File: config.mk
export PLATFORM = sky130hd
export DESIGN_NAME = tmr_system_timer
export DESIGN_NICKNAME = d
export VERILOG_FILES = /design/src/rtl/tmr_pkg.sv /design/src/rtl/tmr_prescaler.sv /design/src/rtl/tmr_counter64.sv /design/src/rtl/tmr_match_bank.sv /design/src/rtl/tmr_system_timer.sv
export SDC_FILE = /design/constraint.sdc
export NUM_CORES = 1
export LEC_CHECK = 0
export ABC_AREA = 1
export BUFFER_PORTS_ARGS = -buffer_cell sky130_fd_sc_hd__buf_2
export CORE_AREA = 2 2 189 330
export CTS_BUF_LIST = sky130_fd_sc_hd__clkbuf_16
export DETAILED_ROUTE_END_ITERATION = 12
export DIE_AREA = 0 0 191 332
export GPL_TIMING_DRIVEN = 0
export SKIP_LAST_GASP = 1
export SLEW_MARGIN = 20
export SYNTH_ARGS = -nofsm -noshare
export SYNTH_HDL_FRONTEND = slang
export SYNTH_HIERARCHICAL = 1
export SYNTH_SLANG_ARGS = --single-unit
File: constraint.sdc
create_clock -name clk -period 4.2 [get_ports clk]
set_input_delay 0.21 -clock clk [delete_from_list [all_inputs] [get_ports clk]]
set_output_delay 0.21 -clock clk [all_outputs]
set_load 0.02 [all_outputs]
File: src/rtl/tmr_pkg.sv
package tmr_pkg;
    localparam int NUM_CH = 6;
    localparam int WORD_W = 32;

    // word indices (byte offset / 4)
    localparam int W_CNT_LO  = 0;
    localparam int W_CNT_HI  = 1;
    localparam int W_MATCH0  = 2;
    localparam int W_STATUS  = 8;
    localparam int W_INT_EN  = 9;
    localparam int W_WDOG    = 10;
    localparam int W_DIV     = 11;
    localparam int W_LATCH   = 12;
    localparam int W_SNAP_LO = 13;
    localparam int W_SNAP_HI = 14;

    typedef enum logic [0:0] {
        PH_FIRST  = 1'b0,
        PH_SECOND = 1'b1
    } phase_e;
endpackage

File: src/rtl/tmr_prescaler.sv
module tmr_prescaler
    import tmr_pkg::*;
#(
    parameter int DIV_W = 16
) (
    input  logic             clk,
    input  logic             rst_n,
    input  logic [DIV_W-1:0] div,
    input  logic             restart,
    output logic             tick
);
    phase_e            ph_q, ph_d;
    logic [DIV_W-1:0]  pc_q, pc_d;
    logic              half_done;

    assign half_done = (pc_q >= div);

    // state register
    always_ff @(posedge clk or negedge rst_n) begin
        if (!rst_n) begin
            ph_q <= PH_FIRST;
            pc_q <= '0;
        end else begin
            ph_q <= ph_d;
            pc_q <= pc_d;
        end
    end

    // next state
    always_comb begin
        ph_d = ph_q;
        pc_d = pc_q + DIV_W'(1);
        if (restart) begin
            ph_d = PH_FIRST;
            pc_d = '0;
        end else begin
            unique case (ph_q)
                PH_FIRST: begin
                    if (half_done) begin
                        ph_d = PH_SECOND;
                        pc_d = '0;
                    end
                end
                PH_SECOND: begin
                    if (half_done) begin
                        ph_d = PH_FIRST;
                        pc_d = '0;
                    end
                end
            endcase
        end
    end

    // outputs
    always_comb begin
        tick = !restart && (ph_q == PH_SECOND) && half_done;
    end
endmodule

File: src/rtl/tmr_counter64.sv
module tmr_counter64
    import tmr_pkg::*;
(
    input  logic                clk,
    input  logic                rst_n,
    input  logic                tick,
    input  logic                wr_lo,
    input  logic                wr_hi,
    input  logic [WORD_W-1:0]   wdata,
    input  logic                latch_go,
    input  logic                snap_wr_lo,
    input  logic                snap_wr_hi,
    output logic [2*WORD_W-1:0] cnt,
    output logic [2*WORD_W-1:0] snap
);
    localparam int CNT_W = 2 * WORD_W;

    logic [CNT_W-1:0] cnt_q;
    logic [CNT_W-1:0] snap_q;

    always_ff @(posedge clk or negedge rst_n) begin
        if (!rst_n) begin
            cnt_q <= '0;
        end else if (wr_lo || wr_hi) begin
            if (wr_lo) cnt_q[WORD_W-1:0]     <= wdata;
            if (wr_hi) cnt_q[CNT_W-1:WORD_W] <= wdata;
        end else if (tick) begin
            cnt_q <= cnt_q + CNT_W'(1);
        end
    end

    always_ff @(posedge clk or negedge rst_n) begin
        if (!rst_n) begin
            snap_q <= '0;
        end else if (latch_go) begin
            snap_q <= cnt_q;
        end else begin
            if (snap_wr_lo) snap_q[WORD_W-1:0]     <= wdata;
            if (snap_wr_hi) snap_q[CNT_W-1:WORD_W] <= wdata;
        end
    end

    assign cnt  = cnt_q;
    assign snap = snap_q;
endmodule

File: src/rtl/tmr_match_bank.sv
module tmr_match_bank
    import tmr_pkg::*;
(
    input  logic                           clk,
    input  logic                           rst_n,
    input  logic                           tick,
    input  logic [WORD_W-1:0]              cnt_lo,
    input  logic [NUM_CH-1:0]              match_wr,
    input  logic [WORD_W-1:0]              wdata,
    input  logic [NUM_CH-1:0]              clr,
    output logic [NUM_CH-1:0][WORD_W-1:0]  match_q,
    output logic [NUM_CH-1:0]              status_q
);
    for (genvar c = 0; c < NUM_CH; c++) begin : g_ch
        logic [WORD_W-1:0] m_r;
        logic              s_r;
        logic              hit;

        assign hit = tick && (cnt_lo == m_r);

        always_ff @(posedge clk or negedge rst_n) begin
            if (!rst_n) begin
                m_r <= '0;
                s_r <= 1'b0;
            end else begin
                if (match_wr[c]) m_r <= wdata;
                if (hit)         s_r <= 1'b1;   // set beats clear
                else if (clr[c]) s_r <= 1'b0;
            end
        end

        assign match_q[c]  = m_r;
        assign status_q[c] = s_r;
    end
endmodule

File: src/rtl/tmr_system_timer.sv
module tmr_system_timer
    import tmr_pkg::*;
#(
    parameter int DIV_W  = 16,
    parameter int ADDR_W = 8
) (
    input  logic              clk,
    input  logic              rst_n,
    input  logic [ADDR_W-1:0] bus_addr,
    input  logic              bus_we,
    input  logic [31:0]       bus_wdata,
    output logic [31:0]       bus_rdata,
    output logic [5:0]        irq
);
    localparam int WIDX_W = ADDR_W - 2;

    logic [WIDX_W-1:0]             widx;
    logic                          aligned;
    logic                          wr_cnt_lo, wr_cnt_hi, wr_status, wr_en;
    logic                          wr_wdog, wr_div, wr_latch, wr_snap_lo, wr_snap_hi;
    logic [NUM_CH-1:0]             match_wr;
    logic [NUM_CH-1:0]             clr;
    logic                          tick;
    logic [2*WORD_W-1:0]           cnt_q;
    logic [2*WORD_W-1:0]           snap_q;
    logic [NUM_CH-1:0][WORD_W-1:0] match_q;
    logic [NUM_CH-1:0]             status_q;
    logic [NUM_CH-1:0]             en_q;
    logic                          wdog_q;
    logic [DIV_W-1:0]              div_q;

    assign widx    = bus_addr[ADDR_W-1:2];
    assign aligned = (bus_addr[1:0] == 2'b00);

    function automatic logic hit_w(input logic [WIDX_W-1:0] w, input int idx);
        return (int'(w) == idx);
    endfunction

    assign wr_cnt_lo  = bus_we && aligned && hit_w(widx, W_CNT_LO);
    assign wr_cnt_hi  = bus_we && aligned && hit_w(widx, W_CNT_HI);
    assign wr_status  = bus_we && aligned && hit_w(widx, W_STATUS);
    assign wr_en      = bus_we && aligned && hit_w(widx, W_INT_EN);
    assign wr_wdog    = bus_we && aligned && hit_w(widx, W_WDOG);
    assign wr_div     = bus_we && aligned && hit_w(widx, W_DIV);
    assign wr_latch   = bus_we && aligned && hit_w(widx, W_LATCH) && bus_wdata[0];
    assign wr_snap_lo = bus_we && aligned && hit_w(widx, W_SNAP_LO);
    assign wr_snap_hi = bus_we && aligned && hit_w(widx, W_SNAP_HI);

    for (genvar c = 0; c < NUM_CH; c++) begin : g_mdec
        assign match_wr[c] = bus_we && aligned && hit_w(widx, W_MATCH0 + c);
    end

    assign clr = {NUM_CH{wr_status}} & bus_wdata[NUM_CH-1:0];

    // control registers
    always_ff @(posedge clk or negedge rst_n) begin
        if (!rst_n) begin
            en_q   <= '0;
            wdog_q <= 1'b0;
            div_q  <= '0;
        end else begin
            if (wr_en)   en_q   <= bus_wdata[NUM_CH-1:0];
            if (wr_wdog) wdog_q <= bus_wdata[0];
            if (wr_div)  div_q  <= bus_wdata[DIV_W-1:0];
        end
    end

    tmr_prescaler #(.DIV_W(DIV_W)) u_presc (
        .clk     (clk),
        .rst_n   (rst_n),
        .div     (div_q),
        .restart (wr_cnt_lo || wr_cnt_hi),
        .tick    (tick)
    );

    tmr_counter64 u_cnt (
        .clk        (clk),
        .rst_n      (rst_n),
        .tick       (tick),
        .wr_lo      (wr_cnt_lo),
        .wr_hi      (wr_cnt_hi),
        .wdata      (bus_wdata),
        .latch_go   (wr_latch),
        .snap_wr_lo (wr_snap_lo),
        .snap_wr_hi (wr_snap_hi),
        .cnt        (cnt_q),
        .snap       (snap_q)
    );

    tmr_match_bank u_match (
        .clk      (clk),
        .rst_n    (rst_n),
        .tick     (tick),
        .cnt_lo   (cnt_q[WORD_W-1:0]),
        .match_wr (match_wr),
        .wdata    (bus_wdata),
        .clr      (clr),
        .match_q  (match_q),
        .status_q (status_q)
    );

    // read multiplexer
    always_comb begin
        bus_rdata = '0;
        if (aligned) begin
            case (int'(widx))
                W_CNT_LO:  bus_rdata = cnt_q[WORD_W-1:0];
                W_CNT_HI:  bus_rdata = cnt_q[2*WORD_W-1:WORD_W];
                W_STATUS:  bus_rdata = 32'(status_q);
                W_INT_EN:  bus_rdata = 32'(en_q);
                W_WDOG:    bus_rdata = 32'(wdog_q);
                W_DIV:     bus_rdata = 32'(div_q);
                W_SNAP_LO: bus_rdata = snap_q[WORD_W-1:0];
                W_SNAP_HI: bus_rdata = snap_q[2*WORD_W-1:WORD_W];
                default: begin
                    for (int c = 0; c < NUM_CH; c++) begin
                        if (int'(widx) == W_MATCH0 + c) bus_rdata = match_q[c];
                    end
                end
            endcase
        end
    end

    assign irq = status_q & en_q;
endmodule

==> results.md <==
- Relative slew slack: 31.3%
- Pre-antenna DRT Iters: 6
- Critical Path RT: 4.69 ns
- Type of origin of the critical path: register
- Slew of the pin with the lowest slew margin: 1.03 ns
- Max Buffers Root-to-Sink: 3
- Endpoint type of the worst setup path: register
- Synth Net Count: 3,595
- Crit Path Max Fanout: 6
- Total number of vias: 24,916
- Tmin final: 4.01 ns
- Setup Skew: 0.0268 ns
- # resized after CTS: 0
- Largest net degree at the start of global routing: 92
- Total Wirelength: 110 mm
- FF-to-FF Start: u_presc/pc_q[3]
- Layout net count: 3,738
- Yosys warning total: 6
- Yosys cell types: 48
- Site row count: 120
- Post-Place Setup Slack: 0.173 ns
- CTS Sinks: 366
- # IOs: 81
- HPWL Detailed: 83.7 mm
- Reg2reg setup slack: 0.19 ns
- Vias/cell: 5.53
- Die area: 63,400 µm²
- Final Non-Filler Cells: 4,507
- Area occupied by registers: 9160 µm²
- Fmax: 249 MHz
- Critical path class: register to register
- H-tree Lvls: 2
- Pleak: 0.0136 µW
- PortBufs: 80
- Reg2reg end: u_match/g_ch[5].s_r
- Worst setup margin: 0.185 ns
- Setup bufs post-CTS: 0
- Synth async-reset ratio: 100%
- Global route total overflow: 0
- Area taken by multi-input logic gates: 12,700 µm²
- Final Hold Vio Count: 0
- Most frequent cells in the layout: 1,002 x nand2_1, 577 x nor2_1, 366 x dfrtp_1
- Global Route Usage Sum: 34.5%
- Share of cells above drive strength 1: 12.0%
- Fill cell count: 6,504
- DR DRC count: 0
- First-pass GRT wire length: 159 mm
- HP Class: input pin to register
- Core area: 60,800 µm²
- Sequential area share after synthesis: 38.0%
- GPL Wtd Cong: 1.06
- Reg2Reg Depth: 17
- Post-synth EDFFs: 0
- Placed insts: 4,411
- RSZ-0062 raised after global routing: no
- Status: finished, final reports clean
- Max Transition Viols Final: 0
- Final setup vio count: 0
- Routed Antenna Nets: 0
- Seq cells post-synth: 366
- Worst Hold Depth: 3
- Power density over the cells: 332 nW/µm²
- Drt first-iter violations: 2,298
- Primary FF master, synth: dfrtp_1
- CTS Buf Count: 40
- Clk Tree Root Cell: clkbuf_16
- Hold endpoint: u_match/g_ch[5].m_r[25]
- Final worst path period share: 95.6%
- CTS Hold Bufs: 17
- Worst vdd ir: 0.000281 V
- CTS tree: done
- Number of global-route vias before repair: 24,631
- Clk slew on worst S/H paths: 0.06 ns
- Area Overhead vs Synth: 12.7%
- Cells after synthesis: 3,534
- Die Height: 332 µm
- Area of the mapped netlist: 24,100 µm²
- Width of the die: 191 µm
- Hold wc startpoint: bus_wdata[25]
- Number of max-cap violations: 0
- Wire length per cell: 24.4 µm
- Initial cell density of the core: 39.6%
- Commonest non-fill, non-tap cell in the layout: nand2_1
- Worst EP arrival: 4.51 ns
- Clock latency on the worst-skew pair: 0.59 ns
- Mean post-synth cell area: 6.82 µm²
- Initial antenna violation count: 5
layer usage:
layer	up-vias	global-route usage, %	share of wire (%)
met1	11679	37.1	35
met2	1319	57.8	48
met3	505	4.88	6.7
met5	-	0	0
li1	11413	-	-
met4	0	31.8	11
per-stage QoR:
stage	utilization, %	setup TNS [ns]	instance area [µm²]	power (µW)	hold slack [ns]
5_1_grt	44.6	0	27100	9330	0.00184
3_5_place_dp	42.1	0	25600	5250	0.176
4_1_cts	44.6	0	27100	9030	0.00115
2_1_floorplan	-	0	24100	4730	-0.0856
3_3_place_gp	41.9	-1775.81	25500	5220	0.466
6_report	44.6	0	27100	9020	0.0110
worst max-delay path, cell delays in order (launching register included):
cell     delay, ns
dfrtp_1       0.48
ha_1          0.34
nand2_1       0.07
nor2_1        0.10
nor2_1        0.05
nand2_1       0.05
nand2_1       0.04
nand2_1       0.07
nand2_2       0.09
a21oi_1       0.65
inv_1         0.49
a21oi_1       0.26
nand2_1       0.07
nor2_1        0.09
nand2_1       0.06
nor2_1        0.55
nand3_1       0.33
nand2_1       0.14
logic make-up (layout without fill, tap and decap cells):
logic type | count (synthesis) | in the layout | synth area share (%)
muxes | 91 | 91 | 4.25
DFF | 366 | 366 | 38.0
AOI/OAI and AO/OA | 482 | 482 | 10.4
adders and majority gates | 18 | 18 | 0.935
and+or+nand+nor | 1930 | 1930 | 33.5
xor gates and xnor gates | 99 | 99 | 3.60
buffers and inverters | 548 | 723 | 9.27
other | 0 | 5 | 0
cells in the mapped netlist, drive strengths merged (3+ instances only):
cell type     n  share of area, %
o21ai       270               5.6
o22ai        17              0.44
ha           18              0.93
nand2      1027                16
o21bai       11              0.37
dfrtp       366                38
or2           3             0.078
nor2        624                11
nand4        34              0.91
inv         378               5.9
mux2         91               4.3
clkbuf       56              0.87
nand3       208               4.5
nor3         12              0.32
clkinv       10              0.16
buf         104               2.3
a21oi       176               3.7
xnor2        64               2.3
xor2         35               1.3
nand3b       17              0.53
sequential cells by signal, indices dropped and copies added (netlist names):
register,flops
u_cnt/snap,64
div_q,16
u_cnt/cnt,64
u_presc/pc_q,16
wdog_q,1
en_q,6
u_match/g_ch.m_r,192
u_match/g_ch.s_r,6
u_presc/ph_q,1
worst max-delay path by stage:
stage	from	endpoint	slack, ns	depth (start not counted)
after global placement	rst_n	u_presc/pc_q[9]	-4.95	1
after detailed placement	bus_addr[1]	u_cnt/cnt[6]	0.17	14
after global routing	u_presc/pc_q[3]	u_match/g_ch[5].s_r	0.18	17
final	u_presc/pc_q[3]	u_match/g_ch[5].s_r	0.19	17
after floorplan	u_presc/pc_q[3]	u_cnt/cnt[6]	1.99	15
after CTS	u_presc/pc_q[3]	u_match/g_ch[0].s_r	0.53	17
where the power goes:
part / leakage, µW / switching [µW] / internal (µW)
clock network: 0.000681 / 1650 / 2140
registers: 0.00451 / 295 / 3760
logic: 0.00844 / 762 / 405
layout make-up:
| class | instances | share of cell area [%] |
|---|---|---|
| multi-input combinational | 2620 | 46.8 |
| clock inverter | 32 | 1.13 |
| tap | 793 | 3.66 |
| buffer | 160 | 2.86 |
| timing repair buffer | 101 | 2.54 |
| inverter | 388 | 5.37 |
| sequential | 366 | 33.7 |
| clock buffer | 42 | 3.87 |
| antenna | 5 | 0.0461 |
No activity file was read; power rests on OpenSTA's default activity.
